`config.mk`:
```
export PLATFORM = sky130hd
export DESIGN_NAME = pio_irq_unit
export DESIGN_NICKNAME = d
export VERILOG_FILES = /design/src/rtl/pio_pkg.sv /design/src/rtl/pio_ctrl.sv /design/src/rtl/pio_sync_edge.sv /design/src/rtl/pio_datapath.sv /design/src/rtl/pio_irq_unit.sv
export SDC_FILE = /design/constraint.sdc
export NUM_CORES = 1
export LEC_CHECK = 0
export CORE_ASPECT_RATIO = 0.5
export CORE_MARGIN = 1.5
export CORE_UTILIZATION = 57
export CTS_CLUSTER_SIZE = 14
export DETAILED_ROUTE_END_ITERATION = 8
export DONT_BUFFER_PORTS = 1
export PLACE_DENSITY = 0.76
export SLEW_MARGIN = 20
export SYNTH_ARGS = -nofsm -noshare
export SYNTH_HDL_FRONTEND = slang
export SYNTH_HIERARCHICAL = 1
export SYNTH_SLANG_ARGS = --single-unit
```
`constraint.sdc`:
```
create_clock -name clk -period 1.45 [get_ports clk]
set_input_delay 0.29 -clock clk [delete_from_list [all_inputs] [get_ports clk]]
set_output_delay 0.29 -clock clk [all_outputs]
set_load 0.005 [all_outputs]
```
`src/rtl/pio_pkg.sv`:
```
package pio_pkg;

  localparam int DATA_W = 32;
  localparam int ADDR_W = 4;
  localparam int MAX_PINS = 32;

  typedef enum logic [1:0] {
    TRIG_RISE  = 2'd0,
    TRIG_FALL  = 2'd1,
    TRIG_BOTH  = 2'd2,
    TRIG_LEVEL = 2'd3
  } trig_e;

  typedef enum logic [1:0] {
    SEL_LEVEL = 2'd0,
    SEL_DRIVE = 2'd1,
    SEL_ENAB  = 2'd2,
    SEL_EVENT = 2'd3
  } regSel_e;

  typedef struct packed {
    logic    wrLevel;
    logic    wrDrive;
    logic    wrEnab;
    logic    clrEvent;
    regSel_e rdSel;
  } strobe_t;

endpackage

```
`src/rtl/pio_ctrl.sv`:
```
module pio_ctrl
  import pio_pkg::*;
(
  input  logic [ADDR_W-1:0] busAddr,
  input  logic              busWrEn,
  output strobe_t           ctl
);

  regSel_e sel;
  logic    unusedAddrBits;

  assign sel            = regSel_e'(busAddr[3:2]);
  assign unusedAddrBits = ^busAddr[1:0];

  always_comb begin
    ctl          = '0;
    ctl.rdSel    = sel;
    ctl.wrLevel  = busWrEn && (sel == SEL_LEVEL);
    ctl.wrDrive  = busWrEn && (sel == SEL_DRIVE);
    ctl.wrEnab   = busWrEn && (sel == SEL_ENAB);
    ctl.clrEvent = busWrEn && (sel == SEL_EVENT);
  end

endmodule

```
`src/rtl/pio_sync_edge.sv`:
```
module pio_sync_edge
  import pio_pkg::*;
#(
  parameter int    PIN_COUNT = 32,
  parameter trig_e TRIGGER   = TRIG_RISE
) (
  input  logic                 clk,
  input  logic                 rstN,
  input  logic [PIN_COUNT-1:0] pinIn,
  output logic [PIN_COUNT-1:0] syncVal,
  output logic [PIN_COUNT-1:0] edgeEv
);

  logic [PIN_COUNT-1:0] stage1;
  logic [PIN_COUNT-1:0] stage2;

  always_ff @(posedge clk or negedge rstN) begin
    if (!rstN) begin
      stage1 <= '0;
      stage2 <= '0;
    end else begin
      stage1 <= pinIn;
      stage2 <= stage1;
    end
  end

  assign syncVal = stage2;

  generate
    if (TRIGGER == TRIG_LEVEL) begin : g_level
      assign edgeEv = '0;
    end else begin : g_edge
      logic [PIN_COUNT-1:0] prevVal;

      always_ff @(posedge clk or negedge rstN) begin
        if (!rstN) prevVal <= '0;
        else       prevVal <= stage2;
      end

      if (TRIGGER == TRIG_RISE) begin : g_rise
        assign edgeEv = stage2 & ~prevVal;
      end else if (TRIGGER == TRIG_FALL) begin : g_fall
        assign edgeEv = ~stage2 & prevVal;
      end else begin : g_both
        assign edgeEv = stage2 ^ prevVal;
      end
    end
  endgenerate

endmodule

```
`src/rtl/pio_datapath.sv`:
```
module pio_datapath
  import pio_pkg::*;
#(
  parameter int    PIN_COUNT = 32,
  parameter trig_e TRIGGER   = TRIG_RISE
) (
  input  logic                 clk,
  input  logic                 rstN,
  input  strobe_t              ctl,
  input  logic [DATA_W-1:0]    wrData,
  input  logic [PIN_COUNT-1:0] syncVal,
  input  logic [PIN_COUNT-1:0] edgeEv,
  output logic [DATA_W-1:0]    rdData,
  output logic [PIN_COUNT-1:0] pinOut,
  output logic [PIN_COUNT-1:0] pinOe,
  output logic [PIN_COUNT-1:0] maskQ,
  output logic [PIN_COUNT-1:0] capQ,
  output logic                 irqOut
);

  logic [PIN_COUNT-1:0] levelQ;
  logic [PIN_COUNT-1:0] driveQ;
  logic [PIN_COUNT-1:0] capNext;
  logic [PIN_COUNT-1:0] wrBits;
  logic [PIN_COUNT-1:0] rdVal;
  logic [PIN_COUNT-1:0] levelView;

  assign wrBits = wrData[PIN_COUNT-1:0];

  always_ff @(posedge clk or negedge rstN) begin
    if (!rstN) begin
      levelQ <= '0;
      driveQ <= '0;
      maskQ  <= '0;
      capQ   <= '0;
    end else begin
      if (ctl.wrLevel) levelQ <= wrBits;
      if (ctl.wrDrive) driveQ <= wrBits;
      if (ctl.wrEnab)  maskQ  <= wrBits;
      capQ <= capNext;
    end
  end

  generate
    if (TRIGGER == TRIG_LEVEL) begin : g_lvl
      assign capNext = '0;
      assign irqOut  = |(syncVal & maskQ);
    end else begin : g_edg
      logic [PIN_COUNT-1:0] clrBits;
      assign clrBits = ctl.clrEvent ? wrBits : '0;
      assign capNext = (capQ & ~clrBits) | edgeEv;
      assign irqOut  = |(capQ & maskQ);
    end
  endgenerate

  assign levelView = (levelQ & driveQ) | (syncVal & ~driveQ);
  assign pinOut    = levelQ & driveQ;
  assign pinOe     = driveQ;

  always_comb begin
    unique case (ctl.rdSel)
      SEL_LEVEL: rdVal = levelView;
      SEL_DRIVE: rdVal = driveQ;
      SEL_ENAB:  rdVal = maskQ;
      default:   rdVal = capQ;
    endcase
  end

  assign rdData = DATA_W'(rdVal);

endmodule

```
`src/rtl/pio_irq_unit.sv`:
```
module pio_irq_unit
  import pio_pkg::*;
#(
  parameter int    PIN_COUNT = 32,
  parameter trig_e TRIGGER   = TRIG_RISE
) (
  input  logic                 clk,
  input  logic                 rstN,
  input  logic [ADDR_W-1:0]    busAddr,
  input  logic                 busWrEn,
  input  logic [DATA_W-1:0]    busWrData,
  output logic [DATA_W-1:0]    busRdData,
  input  logic [PIN_COUNT-1:0] pinIn,
  output logic [PIN_COUNT-1:0] pinOut,
  output logic [PIN_COUNT-1:0] pinOe,
  output logic                 irqOut
);

  initial begin
    if (PIN_COUNT < 1 || PIN_COUNT > MAX_PINS)
      $error("PIN_COUNT out of range");
  end

  strobe_t              ctl;
  logic [PIN_COUNT-1:0] syncVal;
  logic [PIN_COUNT-1:0] edgeEv;
  logic [PIN_COUNT-1:0] maskQ;
  logic [PIN_COUNT-1:0] capQ;

  pio_ctrl u_ctrl (
    .busAddr (busAddr),
    .busWrEn (busWrEn),
    .ctl     (ctl)
  );

  pio_sync_edge #(
    .PIN_COUNT (PIN_COUNT),
    .TRIGGER   (TRIGGER)
  ) u_sync (
    .clk     (clk),
    .rstN    (rstN),
    .pinIn   (pinIn),
    .syncVal (syncVal),
    .edgeEv  (edgeEv)
  );

  pio_datapath #(
    .PIN_COUNT (PIN_COUNT),
    .TRIGGER   (TRIGGER)
  ) u_dp (
    .clk     (clk),
    .rstN    (rstN),
    .ctl     (ctl),
    .wrData  (busWrData),
    .syncVal (syncVal),
    .edgeEv  (edgeEv),
    .rdData  (busRdData),
    .pinOut  (pinOut),
    .pinOe   (pinOe),
    .maskQ   (maskQ),
    .capQ    (capQ),
    .irqOut  (irqOut)
  );

endmodule

```
# == Word level (Yosys, flattened, before mapping) ==
# Index checks and enable logic that the tools add are counted.
# totals
out_inout_bits,97
register_bits,224
word_cells,28
inputBits,71
# classes
n_mux,2
eq_ne,3
n_bitwise,10
n_reduce_logical,6
# op_table
op,n
32-bit bitwise AND,5
32-bit inverter,3
32-bit case mux with 3 select lines,1
32-bit OR,2
32-bit 2-to-1 mux,1
32-bit OR reduction,1
"2-bit equality test, second input constant",2
1-bit logical AND,4
"2-bit by 1-bit equality test with 1-bit output, second input constant",1
2-bit zero test,1

# == Logic depth before layout (Yosys ltp) ==
# Gate-level depths: netlist of the first run.
# logic_depth
word_depth,6
ltp_mapped,7
mapped_depth_nobuf,3

# == Hierarchy ==
# The synthesis of the first run kept the hierarchy.
# modules_own_cells
mod,cells_per_inst,area_each_um2,n_inst,seq_area_each_um2
pio_datapath,534,6258.5,1,3203.1
pio_sync_edge,128,2842.7,1,2402.3
pio_ctrl,6,52.6,1,0.0

# == Worst setup path after synthesis of the first run ==
# Ideal clock, no wire load.
# synth_timing
path_kind,register -> output
startpoint,register u_dp.capQ[23]
endpoint,output irqOut
path_stages_with_launch,4
slack_ns,-0.004
n_path_buf,0
arrival_ns,1.164
required_time_ns,1.160
cell_sequence,dfrtp_1 a22oi_1 nand4_1 or4_1
# synth_via
elab_chain_len,2
# synth_rtl
element,line,source
from (decl),pio_datapath.sv:17,"output logic [PIN_COUNT-1:0] capQ,"
from (signal assigned),pio_datapath.sv:40,capQ <= capNext;
32-bit bitwise AND,pio_datapath.sv:52,assign irqOut = |(capQ & maskQ);
32-bit OR reduction,pio_datapath.sv:52,
to (decl),pio_irq_unit.sv:16,output logic irqOut
# No other way between the ends.

# == Worst setup path in the final report of the first run ==
# layout_timing
startpoint,register u_dp.maskQ[16]
endpoint,output irqOut
# layout_via
elab_chain_len,2
# layout_rtl
element,line,source
from (decl),pio_datapath.sv:16,"output logic [PIN_COUNT-1:0] maskQ,"
from (signal assigned),pio_datapath.sv:39,if (ctl.wrEnab) maskQ <= wrBits;
32-bit bitwise AND,pio_datapath.sv:52,
32-bit OR reduction,pio_datapath.sv:52,
# No other way between the ends.

==> results of run 1 <==
==> state kept, by name, indices dropped and copies added (netlist names) <==
name and flops:
u_dp/pinOe 32, u_dp/capQ 32, u_sync/syncVal 32, u_dp/maskQ 32
u_sync/g_edge.prevVal 32, u_sync/stage1 32, u_dp/levelQ 32
==> logic make-up (layout without fill, tap and decap cells) <==
family                 count (synthesis)  count (layout)
DFF                                  224             224
AOI/OAI and AO/OA                    144             144
and+or+nand+nor                      137             137
muxes                                128             128
buffers and inverters                 35             181
==> cells in the final DEF (no fill, tap or decap), drive strengths merged <==
master and instances:
a21oi 32, dfrtp 224, buf 88, a211oi 32, dlygate4sd3 64, nand4 4
clkinv 3, a22oi 16, nand2 32, nor2b 32, o21a 32, nor2 32
and2 32, a21o 32, clkbuf 26, and3 1, or4 1, nor3b 1
mux2 96, mux2i 32, and3b 2
==> worst reg2reg max path, cell delays in order, from the launching register on <==
cell and delay [ns]:
dfrtp_1 0.39, buf_6 0.12, buf_4 0.12, mux2_2 0.26
==> worst min path at each step <==
stage | startpoint | to | slack [ns] | cells after the start
final | rstN | u_dp/levelQ[4] | -0.52 | 0
after global routing | rstN | u_dp/levelQ[4] | -0.54 | 0
after CTS | rstN | u_sync/stage1[4] | -0.53 | 0
after detailed placement | rstN | u_sync/syncVal[4] | -0.002 | 0
after global placement | rstN | u_sync/stage1[4] | -0.001 | 0
after floorplan | rstN | u_dp/capQ[0] | -0.006 | 0
==> metal layers <==
metal	up-vias	global-route usage	routed length (um)
li1	2632	-	-
met1	3078	0.3829	10230
met2	213	0.4275	10630
met3	51	0.07118	1470
met4	2	0.05579	463
met5	-	0	13
==> through the flow <==
step	total power [mW]	hold WS, ns
6_report	15.62	-0.5184
5_1_grt	16.25	-0.5397
4_1_cts	15.46	-0.5279
3_5_place_dp	9.695	-0.001912
3_3_place_gp	9.593	-0.001373
2_1_floorplan	8.988	-0.005591
==> final cells by class <==
cell class / instances / area [um2]
Multi-Input combinational cell: 409 / 3974
Timing Repair Buffer: 152 / 1475
Fill cell: 908 / 3633
Clock inverter: 3 / 26.28
Sequential cell: 224 / 5628
Clock buffer: 26 / 543.0
Tap cell: 204 / 255.2
==> where the power goes <==
group / internal [mW] / switching (mW) / total [mW]
Combinational: 1.86 / 1.17 / 3.03
Clock: 2.62 / 2.24 / 4.87
Sequential: 7.00 / 0.720 / 7.72
==> timing repair <==
item	CTS	global route
setup buffers	24	18
setup endpoints to repair	35	58
gates resized for setup	152	54
endpoints found under the hold margin	384	224
pin swaps	45	11
==> impl_results.md, run 1 <==
- Fin crit share: 1.535
- Final core area utilization: 0.7661
- Setup TNS: -6.322 ns
- Mapped Cells: 668
- Starting Density: 0.5892
- Crit path time final: 2.226 ns
- Synthesized area per cell: 13.70 um2
- Synth Area in Adders: 0
- Wire per inst: 22.40 um
- Htree depth: 1
- Fin cells: 1,018
- Synth Area in XOR/XNOR: 0
- Post-synthesis simple-gate area fraction: 0.1039
- Nets: 878
- DR pass1 iterations: 5
- Synth Net Count: 739
- Hold Path Class: primary input to async pin
- Congestion Overflow GR: 0
- Req. time, crit path: roughly 1.2 ns
- Clock Skew: 0.01320 ns
- Die ar.: 16,870 um2
- Slowest CP cell: or4_4
- Crit-path cells: a22oi_2 -> nand4_1 -> or4_4
- Die H: 92.61 um
- Critical Path Stages: 3
- Placed Cells: approximately 900
- Worst path top cell family by delay: simple AND/OR/NAND/NOR gates
- Yosys warnings: 6
- Worst r2r src: u_dp/levelQ[12]
- Leading cell types by count after synthesis: dfrtp_1, mux2_2
- # setup viols final: 47
- Via count: around 6,000
- Most common cell in the netlist: dfrtp_1
- Slowest stage delay, CP: 0.57 ns
- CP Capture Type: primary output
- Fin. Hold Viols: between 200 and 250
- VDD IR max: 0.8371 mV
- Maximum clock frequency: 0.4492 GHz
- Fraction of layout cells with a size suffix above 1: 0.4791
- Worst-Skew Late Latency: 0.50 ns
- Detailed placement HPWL: ~13,000 um
- Remaining antenna violation count: 0
- Synth area leader: dfrtp_1
- Cts hold-fix bufs: 64
- Setup crit end: irqOut
- Main synth FF type: dfrtp_1
- Drc violations: 0
- Post-synth EDFFs: 0
- Mux contribution to synthesized area: 0.1531
- First-pass GRT wire length: 35,050 um
- PortBufs: 0
- Power per cell area: 1312 nW/um2
- Gr usage total: 0.2710
- Initial antenna violation count: 1
- R2R cell count: 3
- Status: finished, violations left
- Crit. Startpoint: u_dp/maskQ[16]
- Critical Path AT: 1.94 ns
- Post-synthesis compound-gate area fraction: 0.1100
- RSZ-0062 raised after global routing: true
- Largest family of logic cells by synthesized area: multiplexers
- Max-cap violation count: 0
- Synth top area share: 0.6124
- Ant. Diodes: 0
- Die width: 182.2 um
- Std-Cell Core Area: 15,530 um2
- Hold Worst Slack: -0.5184 ns
- Synth unique cells: 25
- Worst flop-to-flop path endpoint: u_dp/levelQ[12]
- CTS root buf: clkbuf_16
- Sequential share of the synthesized area: 0.6124
- Cell Area, Synth: 9154 um2
- Worst-margin pin slew: 0.3399 ns
- Via density: 5.870
- Buf+Inv Stages, Crit Path: 0
- Synth area leaders: dfrtp_1, mux2_2, nor2b_4
- IO Pins: 168
- PnR worst setup slack: -0.7760 ns
- GP Congestion: 0.7551
- CTS max path bufs: 3
- Failing checks: negative hold slack, negative setup slack
- Vias in the first global route: between 6,000 and 7,000
- Area after DPL: 9737 um2
- Largest net degree at the start of global routing: around 230
- Clock net sink count: 224
- Crit Path Max Fanout: 2
- Leakage: 4.954 nW
- Pre-CTS setup slack: -0.2334 ns
- Pins Over Slew Limit: 0
- Number of synthesized register bits: around 220
- Design area: 11,900 um2
- Std-Cell Rows: 32
- Critical path class: flop to primary output
- Slew headroom: 0.7734
- Asr flop ratio synth: 1.000
- Total CTS buffers: 20
- Routed wire length: 22,800 um
- Critical path startpoint category: flop
- TritonCTS clock tree: built
- Area Growth Syn to Fin: 30.02%
- Initial DRC count: 430
- R2R Setup Slk: 0.43 ns
- Clock-pin transition on the worst setup and hold timing paths: 0.06 ns
Power figures use the tool's default switching activity.
==> run 2: changes to the inputs <==
CELL_PAD_IN_SITES_DETAIL_PLACEMENT = 2   (was default)
CELL_PAD_IN_SITES_GLOBAL_PLACEMENT = 2   (was default)
CORE_MARGIN = 5   (was 1.5)
CORE_UTILIZATION = 39   (was 57)
==> impl_results.md, run 2 (synthesized netlist as in run 1, its figures left out) <==
- GP Congestion: approximately 0.74
- Starting Density: 0.3991
- Commonest non-fill, non-tap cells in the layout: dfrtp_1, mux2_2, buf_4, dlygate4sd3_1
- Pre-CTS setup slack: -0.3033 ns
- Crit path time final: ~2.3 ns
- CP Capture Type: primary output
- First-pass GRT wire length: 49,090 um
- Critical Path AT: 1.99 ns
- Slowest stage delay, CP: slightly below 0.6 ns
- Htree depth: 1
- Via density: 5.486
- Fin crit share: 1.572
- Power per cell area: 1403 nW/um2
- Congestion Overflow GR: 0
- Hold Path Class: primary input to async pin
- Detailed placement HPWL: 16,950 um
- DR pass1 iterations: 6
- Wire per inst: 29.88 um
- Clock Skew: 0.01009 ns
- Worst-margin pin slew: between 0.4 and 0.5 ns
- CTS max path bufs: 3
- VDD IR max: 1.097 mV
- Critical Path Stages: 3
- Pwr Total: 17.26 mW
- Fin. Hold Viols: 224
- TritonCTS clock tree: built
- Ant. Diodes: 0
- Most common library cell in the layout ignoring fill and taps: dfrtp_1
- IO Pins: approximately 170
- Max-cap violation count: 0
- Crit-path cells: a22oi_1 -> nand4_1 -> or4_4
- Area after DPL: 9958 um2
- Fraction of layout cells with a size suffix above 1: 0.5252
- Crit Path Max Fanout: 3
- Total CTS buffers: 22
- Critical path startpoint category: flop
- Die ar.: roughly 27,000 um2
- Die H: approximately 120 um
- Slew headroom: 0.6995
- Drc violations: 0
- Gr usage total: 0.2380
- CTS root buf: clkbuf_16
- Largest net degree at the start of global routing: between 200 and 250
- Initial antenna violation count: 0
- Clock net sink count: 224
- Vias in the first global route: 7,503
- Worst-Skew Late Latency: 0.53 ns
- PortBufs: 0
- Pins Over Slew Limit: 0
- PnR worst setup slack: -0.8294 ns
- Buf+Inv Stages, Crit Path: 0
- Critical path class: flop to primary output
- Req. time, crit path: 1.16 ns
- Clock-pin transition on the worst setup and hold timing paths: about 0.070 ns
- Cts hold-fix bufs: between 60 and 70
- Routed wire length: 34,030 um
- Hold Worst Slack: -0.5310 ns
- Remaining antenna violation count: 0
- Area Growth Syn to Fin: 34.45%
- Slowest CP cell: or4_4
- Initial DRC count: 334
- Nets: 888
- Std-Cell Rows: 39
- R2R cell count: 4
- Failing checks: negative hold slack, negative setup slack
- Worst path top cell family by delay: simple AND/OR/NAND/NOR gates
- Design area: 12,310 um2
- Maximum clock frequency: 0.4387 GHz
- Status: finished, violations left
- Via count: roughly 6,200
- # setup viols final: 53
- Die width: approximately 230 um
- Std-Cell Core Area: 22,930 um2
- RSZ-0062 raised after global routing: true
- Leakage: 5.062 nW
==> run 2: routing by layer <==
| layer | GRT usage | wire length, um |
|---|---|---|
| met3 | 0.03765 | 1119 |
| met1 | 0.3063 | 14310 |
| met5 | 0 | 0 |
| met4 | 0.04544 | 772 |
| met2 | 0.4296 | 17830 |
==> run 2: cell type report <==
cell class	count	area (um2)
fill	2032	10630
sequential	224	5640
multi-input combinational	409	4019
timing repair buffer	160	1534
clock buffer	32	689.4
tap	307	384.1
clock inverter	7	40.04
==> run 2: stage by stage <==
| stage | utilization | setup TNS, ns | instances |
|---|---|---|---|
| 3_5_place_dp | 0.4342 | -0.3033 | 1010 |
| 5_1_grt | 0.5366 | -12.41 | 1139 |
| 3_3_place_gp | 0.4342 | -0.2819 | 1010 |
| 6_report | 0.5366 | -9.651 | 1139 |
| 2_1_floorplan | - | -0.001191 | 668 |
| 4_1_cts | 0.5284 | -8.560 | 1128 |
==> run 2: what timing repair did <==
item,in CTS,in global routing
buffers inserted,19,19
endpoints found under the hold margin,384,224
pin swaps,44,4
resized for setup,182,41
endpoints found under the setup margin,52,64
==> run 2: where the power goes <==
group	switching [mW]	leakage [nW]	internal, mW
sequential	0.854	2.54	7.01
combinational	1.43	2.16	1.95
clock	2.71	0.362	3.31
==> run 2: path summary, 6_finish.rpt <==
kind	from	endpoint	slack [ns]
worst max-delay path	u_dp/maskQ[28]	irqOut	-0.83
worst min-delay path	rstN	u_dp/pinOe[3]	-0.53
worst max register to register	u_dp/levelQ[5]	u_dp/levelQ[5]	0.27
worst min register to register	u_sync/stage1[4]	u_sync/syncVal[4]	0.35
max in group asynchronous	rstN	u_dp/pinOe[25]	1.56
min in group clk	busAddr[2]	u_dp/levelQ[21]	0.23
